`config.mk`:
```
export PLATFORM = sky130hd
export DESIGN_NAME = svmask_ctrl
export DESIGN_NICKNAME = d
export VERILOG_FILES = /design/src/rtl/svmask_pkg.sv /design/src/rtl/svmask_sync2.sv /design/src/rtl/svmask_settle.sv /design/src/rtl/svmask_side.sv /design/src/rtl/svmask_ctrl.sv
export SDC_FILE = /design/constraint.sdc
export NUM_CORES = 1
export LEC_CHECK = 0
export ABC_AREA = 1
export BUFFER_PORTS_ARGS = -buffer_cell sky130_fd_sc_hd__buf_2
export CAP_MARGIN = 20
export CORE_MARGIN = 3
export CORE_UTILIZATION = 40
export CTS_BUF_LIST = sky130_fd_sc_hd__clkbuf_4
export CTS_CLUSTER_SIZE = 20
export DETAILED_ROUTE_END_ITERATION = 6
export HOLD_SLACK_MARGIN = 0.08
export MAX_ROUTING_LAYER = met4
export PLACE_DENSITY = 0.68
export SETUP_SLACK_MARGIN = 0.3
export SKIP_LAST_GASP = 1
export SYNTH_ARGS = -nofsm -noshare
export SYNTH_HDL_FRONTEND = slang
export SYNTH_SLANG_ARGS = --single-unit
```
`constraint.sdc`:
```
create_clock -name clk -period 4.34 [get_ports clk]
set_clock_uncertainty 0.2 [all_clocks]
set_input_delay 0.434 -clock clk [delete_from_list [all_inputs] [get_ports clk]]
set_output_delay 0.434 -clock clk [all_outputs]
set_load 0.1 [all_outputs]
```
`src/rtl/svmask_pkg.sv`:
```
package svmask_pkg;

  localparam int unsigned LPM_W = 3;

  typedef enum logic [LPM_W-1:0] {
    PWR_RUN = 3'd0,
    PWR_LP1 = 3'd1,
    PWR_LP2 = 3'd2,
    PWR_LP3 = 3'd3,
    PWR_LP4 = 3'd4
  } pwr_state_e;

  // Deep states gate comparators that are not kept on.
  function automatic logic lpm_is_deep(input logic [LPM_W-1:0] st);
    return (st == PWR_LP2) || (st == PWR_LP3) || (st == PWR_LP4);
  endfunction

endpackage

```
`src/rtl/svmask_sync2.sv`:
```
module svmask_sync2 #(
  parameter int unsigned W = 1
) (
  input  logic         clk,
  input  logic         rst_n,
  input  logic [W-1:0] d,
  output logic [W-1:0] q
);

  logic [W-1:0] stage1_q;
  logic [W-1:0] stage2_q;

  always_ff @(posedge clk or negedge rst_n) begin
    if (!rst_n) begin
      stage1_q <= '0;
      stage2_q <= '0;
    end else begin
      stage1_q <= d;
      stage2_q <= stage1_q;
    end
  end

  assign q = stage2_q;

endmodule

```
`src/rtl/svmask_settle.sv`:
```
module svmask_settle #(
  parameter int unsigned FP_CYC = 48,
  parameter int unsigned NM_CYC = 16
) (
  input  logic clk,
  input  logic rst_n,
  input  logic comp_on,
  input  logic restart,
  input  logic fp_mode,
  output logic settled
);

  localparam int unsigned MAX_CYC = (FP_CYC > NM_CYC) ? FP_CYC : NM_CYC;
  localparam int unsigned CNT_W   = $clog2(MAX_CYC + 1);
  localparam logic [CNT_W-1:0] FP_LOAD = CNT_W'(FP_CYC - 1);
  localparam logic [CNT_W-1:0] NM_LOAD = CNT_W'(NM_CYC - 1);

  logic             on_q, on_n;
  logic             busy_q, busy_n;
  logic [CNT_W-1:0] cnt_q, cnt_n;
  logic             start_w;

  // A switch-on is seen as a rising edge of the gated enable.
  assign start_w = comp_on & ~on_q;

  always_comb begin
    on_n   = on_q;
    busy_n = busy_q;
    cnt_n  = cnt_q;
    if (!comp_on || restart) begin
      on_n   = 1'b0;
      busy_n = 1'b0;
      cnt_n  = '0;
    end else if (start_w) begin
      // Length is fixed here; later mode changes wait for the next start.
      on_n   = 1'b1;
      busy_n = 1'b1;
      cnt_n  = fp_mode ? FP_LOAD : NM_LOAD;
    end else if (busy_q) begin
      if (cnt_q == '0) begin
        busy_n = 1'b0;
      end else begin
        cnt_n = cnt_q - 1'b1;
      end
    end
  end

  always_ff @(posedge clk or negedge rst_n) begin
    if (!rst_n) begin
      on_q   <= 1'b0;
      busy_q <= 1'b0;
      cnt_q  <= '0;
    end else begin
      on_q   <= on_n;
      busy_q <= busy_n;
      cnt_q  <= cnt_n;
    end
  end

  assign settled = on_q & ~busy_q;

endmodule

```
`src/rtl/svmask_side.sv`:
```
module svmask_side #(
  parameter int unsigned FP_CYC = 48,
  parameter int unsigned NM_CYC = 16
) (
  input  logic clk,
  input  logic rst_n,
  input  logic en_bit,
  input  logic deep,
  input  logic keep_on,
  input  logic fp_mode,
  input  logic restart,
  input  logic rst_en,
  input  logic clr,
  input  logic raw,
  output logic cmp_on,
  output logic flag,
  output logic settled,
  output logic por_bit,
  output logic hiz_bit
);

  logic raw_s;
  logic flag_q, flag_n;
  logic fault_seen;

  assign cmp_on = en_bit & ~(deep & ~keep_on);

  svmask_sync2 #(.W(1)) sync_i (
    .clk   (clk),
    .rst_n (rst_n),
    .d     (raw),
    .q     (raw_s)
  );

  svmask_settle #(.FP_CYC(FP_CYC), .NM_CYC(NM_CYC)) settle_i (
    .clk     (clk),
    .rst_n   (rst_n),
    .comp_on (cmp_on),
    .restart (restart),
    .fp_mode (fp_mode),
    .settled (settled)
  );

  assign fault_seen = raw_s & settled;

  // New fault wins over a clear in the same cycle.
  always_comb begin
    flag_n = (flag_q & ~clr) | fault_seen;
  end

  always_ff @(posedge clk or negedge rst_n) begin
    if (!rst_n) begin
      flag_q <= 1'b0;
    end else begin
      flag_q <= flag_n;
    end
  end

  assign flag    = flag_q;
  assign por_bit = flag_q & rst_en;
  assign hiz_bit = flag_q & ~settled;

endmodule

```
`src/rtl/svmask_ctrl.sv`:
```
module svmask_ctrl
  import svmask_pkg::*;
#(
  parameter int unsigned N_SIDES       = 2,
  parameter int unsigned FP_SETTLE_CYC = 48,
  parameter int unsigned NM_SETTLE_CYC = 16
) (
  input  logic               clk,
  input  logic               rst_n,
  input  logic [LPM_W-1:0]   lpm_state,
  input  logic               en_wr,
  input  logic [N_SIDES-1:0] en_wdata,
  input  logic [N_SIDES-1:0] fp_sel,
  input  logic [N_SIDES-1:0] keep_on,
  input  logic [N_SIDES-1:0] rst_en,
  input  logic [N_SIDES-1:0] flag_clr,
  input  logic               soft_rst,
  input  logic [N_SIDES-1:0] cmp_raw,
  output logic [N_SIDES-1:0] cmp_on,
  output logic [N_SIDES-1:0] fault_flag,
  output logic               por_req,
  output logic               pin_hiz
);

  logic [N_SIDES-1:0] en_q, en_n;
  logic [N_SIDES-1:0] side_settled;
  logic [N_SIDES-1:0] side_por;
  logic [N_SIDES-1:0] side_hiz;
  logic               deep_w;

  assign deep_w = lpm_is_deep(lpm_state);

  // Enable register: every reset source turns both sides back on.
  always_comb begin
    en_n = en_q;
    if (soft_rst) begin
      en_n = '1;
    end else if (en_wr) begin
      en_n = en_wdata;
    end
  end

  always_ff @(posedge clk or negedge rst_n) begin
    if (!rst_n) begin
      en_q <= '1;
    end else begin
      en_q <= en_n;
    end
  end

  for (genvar g = 0; g < N_SIDES; g++) begin : g_side
    svmask_side #(.FP_CYC(FP_SETTLE_CYC), .NM_CYC(NM_SETTLE_CYC)) side_i (
      .clk     (clk),
      .rst_n   (rst_n),
      .en_bit  (en_q[g]),
      .deep    (deep_w),
      .keep_on (keep_on[g]),
      .fp_mode (fp_sel[g]),
      .restart (soft_rst),
      .rst_en  (rst_en[g]),
      .clr     (flag_clr[g]),
      .raw     (cmp_raw[g]),
      .cmp_on  (cmp_on[g]),
      .flag    (fault_flag[g]),
      .settled (side_settled[g]),
      .por_bit (side_por[g]),
      .hiz_bit (side_hiz[g])
    );
  end

  assign por_req = |side_por;
  assign pin_hiz = |side_hiz;

endmodule

```
==> summary.txt, run 1 <==
PnR Total Power: 0.559 mW
Unique masters post-synth: 23
Rows: 20
startpoint types: register
routed vias/inst: 4.58
P per Cell Area: 353 nW/um^2
Req. time, crit path: 3.71 ns
syn nets: 188
setup TNS: 0 ns
clock-pin slew on the worst setup and hold paths: 0.12 ns
Chip Width: 64.3 um
DRC: 0
FILL cells: 331
vias in the first global route: 1070
leakage power: 0.897 nW
Die Ht: 64.3 um
Combinational Power Share: 0.340
Inserted Diodes: 0
post-CTS sizing: 0
area grow syn2layout: 16.6%
Max clock buf depth: 2
DP Wirelength: 1.87 mm
via count: 1091
Final Wtd Congestion: 0.836
Worst-Margin Slew: 0.524 ns
register share of total power: 0.471
# IOs: 25
status: complete, no violations
grt ovf: 0
Final Cycle Share: 0.496
multi-input logic area: 612 um^2
register bit total from synthesis: 24
number of routed nets with antenna violations: 0
placed insts: 229
Syn Inst Count: 165
Ys Warns: 0
Setup CP Type: reg -> out
CTS tree: done
switching part of the total: 0.383
min Tclk post-route: 2.15 ns
clk_lat worst skew: 0.31 ns
htree depth: 1
clock sink total: 24
IO buf count: 24
Clk Tree Root Cell: clkbuf_4
global-route wire length before repair: 4.36 mm
CP arrival: 1.52 ns
Max Fclk: 465 MHz
final slew viol count: 0
Switch Pwr: 0.214 mW
CTS buffer count: 3
Pint: 0.345 mW
maximum number of pins on one net before global-route repair: 25
drt first pass iters: 4
Initial Utilization: 0.431
Post-CTS Setup Repair Bufs: 0
FF+latch area: 603 um^2
Worst Setup End Kind: primary output
Finished Layout Cells: 238
max cap viols: 0
peak supply drop: 0.173 mV
register area share after synthesis: 0.444
Die ar.: 4130 um^2
final setup violation count: 0
Syn Std Cell Area: 1360 um^2
final wirelength: 2.39 mm
# hold bufs at CTS: 5
depth of the most critical reg-to-reg path: 8
RSZ-0062 raised after global routing: no
initial antenna violation count: 0
relative slew slack: 0.651
HP Class: in -> reg
clock share of power: 0.188
Nets: 218
Avg WL per Cell: 10.0 um
Syn Area/Cell: 8.23 um^2
Hold Path Depth: 3
Max FO, Critical Path: 6
share of cells above drive strength 1: 0.253
Final Hold Fails: 0
core area: 3150 um^2
gr usage total: 0.136
initial DRC count: 53
==> through the flow <==
stage	hold WS (ns)	utilization	setup slack, ns	area (um^2)
floorplan	-0.0616	-	1.72	1360
global placement	0.133	0.477	2.42	1500
detailed placement	0.137	0.477	2.40	1500
CTS	0.131	0.502	2.16	1580
global route	0.143	0.502	2.09	1580
finish	0.148	0.502	2.19	1580
==> cell usage after synthesis (all sizes together) <==
master	count	area (um^2)
a21oi	2	10.0
a22o	1	8.76
buf	4	30.0
dfrtp	22	551
dfstp	2	52.6
ha	4	50.1
inv	30	113
nand2	51	199
nand3	14	105
nand4	6	37.5
nor2	14	105
o21ai	7	35.0
o21bai	1	7.51
o22ai	1	6.26
or2	2	12.5
xor2	4	35.0
==> cell families after synthesis <==
group,after synthesis,synth area share
AOI/OAI and AO/OA,12,0.0498
buffers and inverters,34,0.105
and+or+nand+nor,87,0.338
xor gates and xnor gates,4,0.0258
adders and majority gates,4,0.0369
DFF,24,0.444
==> layout by cell type, fill, tap and decap left out <==
master | netlist | layout
nand2_1 | 48 | 48
inv_1 | 26 | 26
buf_2 | 0 | 24
dfrtp_1 | 22 | 22
nand3_1 | 10 | 10
nor2_1 | 8 | 8
o21ai_0 | 7 | 7
nand4_1 | 6 | 6
dlygate4sd3_1 | 0 | 5
inv_2 | 4 | 4
xor2_1 | 4 | 4
ha_1 | 4 | 4
clkbuf_4 | 0 | 4
nand2_2 | 3 | 3
nand3_2 | 2 | 2
nor2_2 | 2 | 2
nand3_4 | 2 | 2
nor2_4 | 2 | 2
nor2_8 | 2 | 2
or2_2 | 2 | 2
a21oi_1 | 2 | 2
dfstp_2 | 2 | 2
a22o_1 | 1 | 1
o22ai_1 | 1 | 1
o21bai_1 | 1 | 1
==> flip-flops by register name, indices dropped and copies added (netlist names) <==
| name | count |
|---|---|
| g_side.side_i.settle_i.cnt_q | 12 |
| en_q | 2 |
| g_side.side_i.flag | 2 |
| g_side.side_i.settle_i.busy_q | 2 |
| g_side.side_i.settle_i.on_q | 2 |
| g_side.side_i.sync_i.q | 2 |
| g_side.side_i.sync_i.stage1_q | 2 |
==> worst paths after layout <==
check                                              startpoint                                  to  slack (ns)
max in group asynchronous                               rst_n                             en_q[0]        3.15
hold reg to reg              g_side[0].side_i.sync_i.stage1_q           g_side[0].side_i.sync_i.q        0.16
min in group asynchronous                               rst_n  g_side[1].side_i.settle_i.cnt_q[5]        0.42
setup reg to reg           g_side[0].side_i.settle_i.cnt_q[0]  g_side[0].side_i.settle_i.cnt_q[5]        2.81
hold / removal                                    en_wdata[0]                             en_q[0]        0.15
setup / recovery               g_side[0].side_i.settle_i.on_q                             pin_hiz        2.19
==> metal layers <==
| layer | track usage | share of wire |
|---|---|---|
| met5 | - | 0 |
| met1 | 0.147 | 0.44 |
| met4 | 0.0317 | 0.0096 |
| met2 | 0.246 | 0.52 |
| met3 | 0.0369 | 0.029 |
==> critical path, stage by stage, from the launching register on <==
cell	delay, ns
dfrtp_1	0.43
inv_2	0.12
nor2_2	0.06
o22ai_1	0.15
buf_2	0.45
==> power groups by stage <==
stage / clock network (mW) / registers (mW) / logic (mW)
floorplan: 0 / 0.264 / 0.158
global placement: 0 / 0.267 / 0.186
detailed placement: 0 / 0.268 / 0.188
CTS: 0.113 / 0.264 / 0.192
global route: 0.120 / 0.267 / 0.213
finish: 0.105 / 0.263 / 0.190
==> cell type report <==
type / instances / share of cell area
multi-input combinational: 107 / 0.387
sequential: 24 / 0.381
timing repair buffer: 29 / 0.108
inverter: 30 / 0.0711
tap: 44 / 0.0348
clock buffer: 4 / 0.0190
(Power assumes the default switching activity.)
==> run 2: changes to the inputs <==
==> constraint.sdc (replaced) <==
create_clock -name clk -period 2 [get_ports clk]
set_clock_uncertainty 0.2 [all_clocks]
set_input_delay 0.2 -clock clk [delete_from_list [all_inputs] [get_ports clk]]
set_output_delay 0.2 -clock clk [all_outputs]
set_load 0.1 [all_outputs]
==> summary.txt, run 2 (same netlist as run 1, synthesis figures left out) <==
depth of the most critical reg-to-reg path: 8 (unchanged)
IO buf count: 24 (unchanged)
CP Buf/Inv Count: 2 (unchanged)
reg2reg start: g_side[0].side_i.settle_i.cnt_q[0]
Worst-Margin Slew: 0.532 ns (+0.00834 ns)
drt first pass iters: 4 (unchanged)
reg2reg setup slack: 0.40 ns (-2.41 ns)
Setup CP Type: reg -> out
# IOs: 25 (unchanged)
Design Area, Final: 1780 um^2 (+12%)
Die Ht: 64.3 um (unchanged)
DRC: 0 (unchanged)
HP Class: in -> reg
GR Util met1: 0.157 (+0.00915)
leakage power: 0.974 nW (+8.6%)
Final Util: 0.563 (+0.0615)
final setup violation count: 0 (unchanged)
initial DRC count: 40 (-25%)
final wirelength: 2.86 mm (+20%)
relative slew slack: 0.645 (-0.00556)
Worst Setup End Kind: primary output
DP Wirelength: 1.93 mm (+3.3%)
Nets: 230 (+5.5%)
M2 GR Usage: 0.300 (+0.0541)
routed vias/inst: 4.75 (+3.7%)
Crit. path cell count: 4 (unchanged)
worst setup path end: pin_hiz
share of cells above drive strength 1: 0.267 (+0.0144)
Die ar.: 4130 um^2 (unchanged)
Final Wtd Congestion: 0.943 (+13%)
CP max stage cell: dfrtp_1
Clk Tree Root Cell: clkbuf_4
worst setup path start: g_side[1].side_i.settle_i.on_q
setup TNS: 0 ns (unchanged)
number of routed nets with antenna violations: 0 (unchanged)
Final Cycle Share: 0.838
Max FO, Critical Path: 4 (-2)
clock-pin slew on the worst setup and hold paths: 0.15 ns (+0.03 ns)
reg2reg end: g_side[0].side_i.settle_i.cnt_q[2]
dpl cell area: 1520 um^2 (+0.92%)
final slew viol count: 0 (unchanged)
slowest stage delay, CP: 0.45 ns (about the same)
PnR Total Power: 1.41 mW (+150%)
initial antenna violation count: 0 (unchanged)
CTS buffer count: 3 (unchanged)
Largest delay share family, worst path: flip-flops
routing usage on met3: 0.0387 (+0.00176)
Setup WS pre-CTS: 0.456 ns (-1.94 ns)
maximum number of pins on one net before global-route repair: 25 (unchanged)
most common cell after layout, fill and taps aside: nand2_1
Rows: 20 (unchanged)
htree depth: 1 (unchanged)
status: complete, no violations
grt peak-use layer: met2
P per Cell Area: 791 nW/um^2 (+120%)
max cap viols: 0 (unchanged)
vias in the first global route: 1207 (+13%)
Req. time, crit path: 1.60 ns (-2.11 ns)
FILL cells: 295 (-11%)
core area: 3150 um^2 (unchanged)
clock sink total: 24 (unchanged)
RSZ-0062 raised after global routing: yes
Most flops, register: g_side.side_i.settle_i.cnt_q
Inserted Diodes: 0 (unchanged)
Max Fclk: 596 MHz
Max clock buf depth: 2 (unchanged)
min Tclk post-route: 1.68 ns
Avg WL per Cell: 11.4 um (+14%)
worst path cell trace: inv_2, nor2_4, o22ai_4, buf_12
clk_lat worst skew: 0.33 ns (+0.02 ns)
final worst slack: 0.323 ns (-1.86 ns)
Initial Utilization: 0.431 (unchanged)
area grow syn2layout: 30.9%
startpoint types: register
gr usage total: 0.158 (+0.0225)
Chip Width: 64.3 um (unchanged)
CP arrival: 1.28 ns (-0.24 ns)
most frequent cells in the layout: nand2_1 (48), inv_1 (25), dfrtp_1 (22), buf_2 (20), dlygate4sd3_1 (13)
peak supply drop: 0.506 mV (+190%)
number of flip-flops in the largest register: 12 (unchanged)
via count: 1188 (+8.9%)
grt ovf: 0 (unchanged)
CTS tree: done
global-route wire length before repair: 5.00 mm (+15%)
Final Hold Fails: 0 (unchanged)
-- run 2: metal layers --
layer	wire, um	part of all wire
met3	120	0.042
met5	0	0
met4	52	0.018
met2	1570	0.55
met1	1110	0.39
-- run 2: worst min path at each step --
stage,from,end,slack [ns],depth (start not counted)
floorplan,rst_n,g_side[0].side_i.flag,-0.30,0
global placement,rst_n,g_side[1].side_i.settle_i.cnt_q[0],0.009,1
detailed placement,rst_n,g_side[1].side_i.settle_i.cnt_q[0],0.01,1
CTS,keep_on[1],g_side[1].side_i.settle_i.on_q,0.11,5
global route,keep_on[1],g_side[1].side_i.settle_i.on_q,0.13,5
finish,keep_on[1],g_side[1].side_i.settle_i.on_q,0.12,5
-- run 2: report_power, final --
part	switching (mW)	internal (mW)
sequential	0.0369	0.532
combinational	0.314	0.172
clock	0.147	0.203
total	0.498	0.907
-- run 2: cell type report --
cell class	count	area (um^2)	area share
Clock inverter	1	30.0	0.0169
Inverter	30	113	0.0634
Timing Repair Buffer	41	323	0.182
Multi-Input combinational cell	107	631	0.355
Tap cell	44	55.1	0.0310
Sequential cell	24	603	0.339
Clock buffer	3	22.5	0.0127
-- run 2: repair_timing --
| item | 4_1_cts | 5_1_grt |
|---|---|---|
| setup buffers | 2 | 2 |
| setup endpoints to repair | 3 | 3 |
| hold endpoints to repair | 32 | 0 |
| cloned | 0 | 0 |
| hold buffers | 13 | 0 |
| gates resized for setup | 11 | 3 |
-- run 2: worst reg2reg max path: stages (launching register included) --
cell,delay (ns)
dfrtp_1,0.42
inv_1,0.17
ha_1,0.19
nand4_1,0.12
nand2_2,0.12
inv_2,0.07
nor2_8,0.11
nand2_1,0.06
nand2_1,0.07
-- run 2: metrics by stage --
step,instances,hold slack [ns]
2_1_floorplan,165,-0.296
3_5_place_dp,229,0.0120
3_3_place_gp,229,0.00943
6_report,250,0.117
5_1_grt,250,0.126
4_1_cts,248,0.112
==> run 3: changes to the inputs <==
--- a/config.mk
+++ b/config.mk
@@ -15,7 +15,7 @@
 export DETAILED_ROUTE_END_ITERATION = 6
 export HOLD_SLACK_MARGIN = 0.08
 export MAX_ROUTING_LAYER = met4
-export PLACE_DENSITY = 0.68
+export PLACE_DENSITY = 0.7
 export SETUP_SLACK_MARGIN = 0.3
 export SKIP_LAST_GASP = 1
 export SYNTH_ARGS = -nofsm -noshare
==> constraint.sdc (replaced) <==
create_clock -name clk -period 1.5 [get_ports clk]
set_clock_uncertainty 0.2 [all_clocks]
set_input_delay 0.15 -clock clk [delete_from_list [all_inputs] [get_ports clk]]
set_output_delay 0.15 -clock clk [all_outputs]
set_load 0.1 [all_outputs]
==> summary.txt, run 3 (same netlist as run 1, synthesis figures left out) <==
status: finished, violations left
failing checks: negative setup slack
most common cell after layout, fill and taps aside: nand2_1
clock-pin slew on the worst setup and hold paths: 0.13 ns (-0.02 ns)
Hold Crit Start: keep_on[1]
relative slew slack: 0.643 (-0.00214)
Finished Layout Cells: 270 (+8.0%)
leakage power: 1.08 nW (+11%)
peak supply drop: 0.594 mV (+17%)
grt ovf: 0 (unchanged)
Rows: 20 (unchanged)
routed vias/inst: 4.53 (-4.8%)
Die Ht: 64.3 um (unchanged)
share of cells above drive strength 1: 0.429 (+0.162)
drt first pass iters: 4 (unchanged)
Setup CP Type: reg -> out
area grow syn2layout: 51.2%
P per Cell Area: 927 nW/um^2 (+17%)
global-route wire length before repair: 5.37 mm (+7.3%)
gr usage total: 0.170 (+0.0110)
clock sink total: 24 (unchanged)
Max clock buf depth: 2 (unchanged)
RSZ-0062 raised after global routing: yes
# IOs: 25 (unchanged)
DP Wirelength: 1.98 mm (+2.7%)
clock share of power: 0.147 (-0.102)
number of flip-flops in the largest register: 12 (unchanged)
clk_lat worst skew: 0.31 ns (-0.02 ns)
final worst slack: -0.161 ns (-0.484 ns)
number of routed nets with antenna violations: 0 (unchanged)
Final Hold Fails: 0 (unchanged)
Nets: 250 (+8.7%)
maximum number of pins on one net before global-route repair: 25 (unchanged)
final wirelength: 3.38 mm (+18%)
final setup violation count: 3 (+3)
Clk Tree Root Cell: clkbuf_4
register share of total power: 0.400 (-0.005)
initial DRC count: 37 (-7.5%)
placed insts: 233 (+1.7%)
Req. time, crit path: 1.15 ns (-0.45 ns)
DRC: 0 (unchanged)
Initial Utilization: 0.431 (unchanged)
Avg WL per Cell: 12.5 um (+9.5%)
HP Class: in -> reg
Switch Pwr: 0.724 mW (+45%)
Worst Setup End Kind: primary output
setup TNS: -0.207 ns (-0.207 ns)
final slew viol count: 0 (unchanged)
Worst-Margin Slew: 0.535 ns (+0.00320 ns)
Die ar.: 4130 um^2 (unchanged)
max cap viols: 0 (unchanged)
worst setup path start: g_side[1].side_i.settle_i.on_q
IO buf count: 24 (unchanged)
Chip Width: 64.3 um (unchanged)
core area: 3150 um^2 (unchanged)
htree depth: 1 (unchanged)
via count: 1222 (+2.9%)
Final Cycle Share: 1.11
startpoint types: register
Final Wtd Congestion: 0.865 (-8.2%)
Max FO, Critical Path: 2 (-2)
dpl cell area: 1610 um^2 (+6.0%)
reg2reg start: en_q[0]
Max Fclk: 602 MHz
CTS buffer count: 3 (unchanged)
most frequent cells in the layout: nand2_1 (46), dfrtp_1 (22), buf_4 (19), inv_1 (18), buf_2 (18)
switching part of the total: 0.380 (+0.0259)
Combinational Power Share: 0.453 (+0.107)
Pint: 1.18 mW (+30%)
CP arrival: 1.31 ns (+0.03 ns)
Fin Hold WS: 0.0830 ns (-0.0343 ns)
CTS tree: done
Design Area, Final: 2050 um^2 (+15%)
initial antenna violation count: 0 (unchanged)
PnR Total Power: 1.90 mW (+35%)
vias in the first global route: 1192 (-1.2%)
Most flops, register: g_side.side_i.settle_i.cnt_q
min Tclk post-route: 1.66 ns
Inserted Diodes: 0 (unchanged)
## run 3: cell types whose count changed in the layout (fill, tap and decap cells not counted), sizes merged
cell and change:
buf +23, clkbuf -1, dlygate4sd3 -2, clkinv +1, bufinv -1
## run 3: layout make-up
class                      count  area (um^2)
inverter                      30          115
clock inverter                 1         3.75
multi-input combinational    107          702
sequential                    24          603
clock buffer                   3         22.5
fill                         268         1100
timing repair buffer          61          551
tap                           44         55.1
## run 3: path summary, 6_finish.rpt
path / slack, ns / depth (start not counted) / endpoint
setup / recovery: -0.16 / 5 / pin_hiz
hold / removal: 0.08 / 5 / g_side[1].side_i.settle_i.on_q
setup reg to reg: 0.01 / 6 / g_side[0].side_i.settle_i.cnt_q[0]
hold reg to reg: 0.16 / 0 / g_side[1].side_i.sync_i.q
max in group asynchronous: 0.59 / 2 / g_side[1].side_i.sync_i.q
min in group asynchronous: 0.13 / 2 / g_side[1].side_i.settle_i.cnt_q[5]
## run 3: critical path, stage by stage (launching register included)
cell and delay (ns):
dfrtp_1 0.42, inv_2 0.07, nor2_2 0.04, buf_6 0.11, o22ai_4 0.15, buf_12 0.20
## run 3: per-layer routing
layer | routed length, um | global-route usage
met5 | 0 | -
met2 | 1980 | 0.323
met1 | 1270 | 0.179
met3 | 99 | 0.0351
met4 | 29 | 0.0343
## run 3: power by group through the flow
stage,sequential [mW],combinational (mW),clock (mW)
2_1_floorplan,0.764,0.488,0
3_3_place_gp,0.773,0.632,0
3_5_place_dp,0.774,0.642,0
4_1_cts,0.761,0.775,0.297
5_1_grt,0.770,0.923,0.329
6_report,0.762,0.862,0.279
## run 3: what timing repair did
item / 4_1_cts / 5_1_grt
pin swaps: 16 / 9
hold endpoints to repair: 34 / 4
buffers inserted: 15 / 7
gates resized for setup: 23 / 18
endpoints found under the setup margin: 20 / 23
hold buffers: 11 / 2
## run 3: stage by stage
stage / util / setup WS [ns]
floorplan: - / 0.0719
global placement: 0.510 / 0.0810
detailed placement: 0.510 / 0.0425
CTS: 0.614 / -0.147
global route: 0.651 / -0.222
finish: 0.651 / -0.161
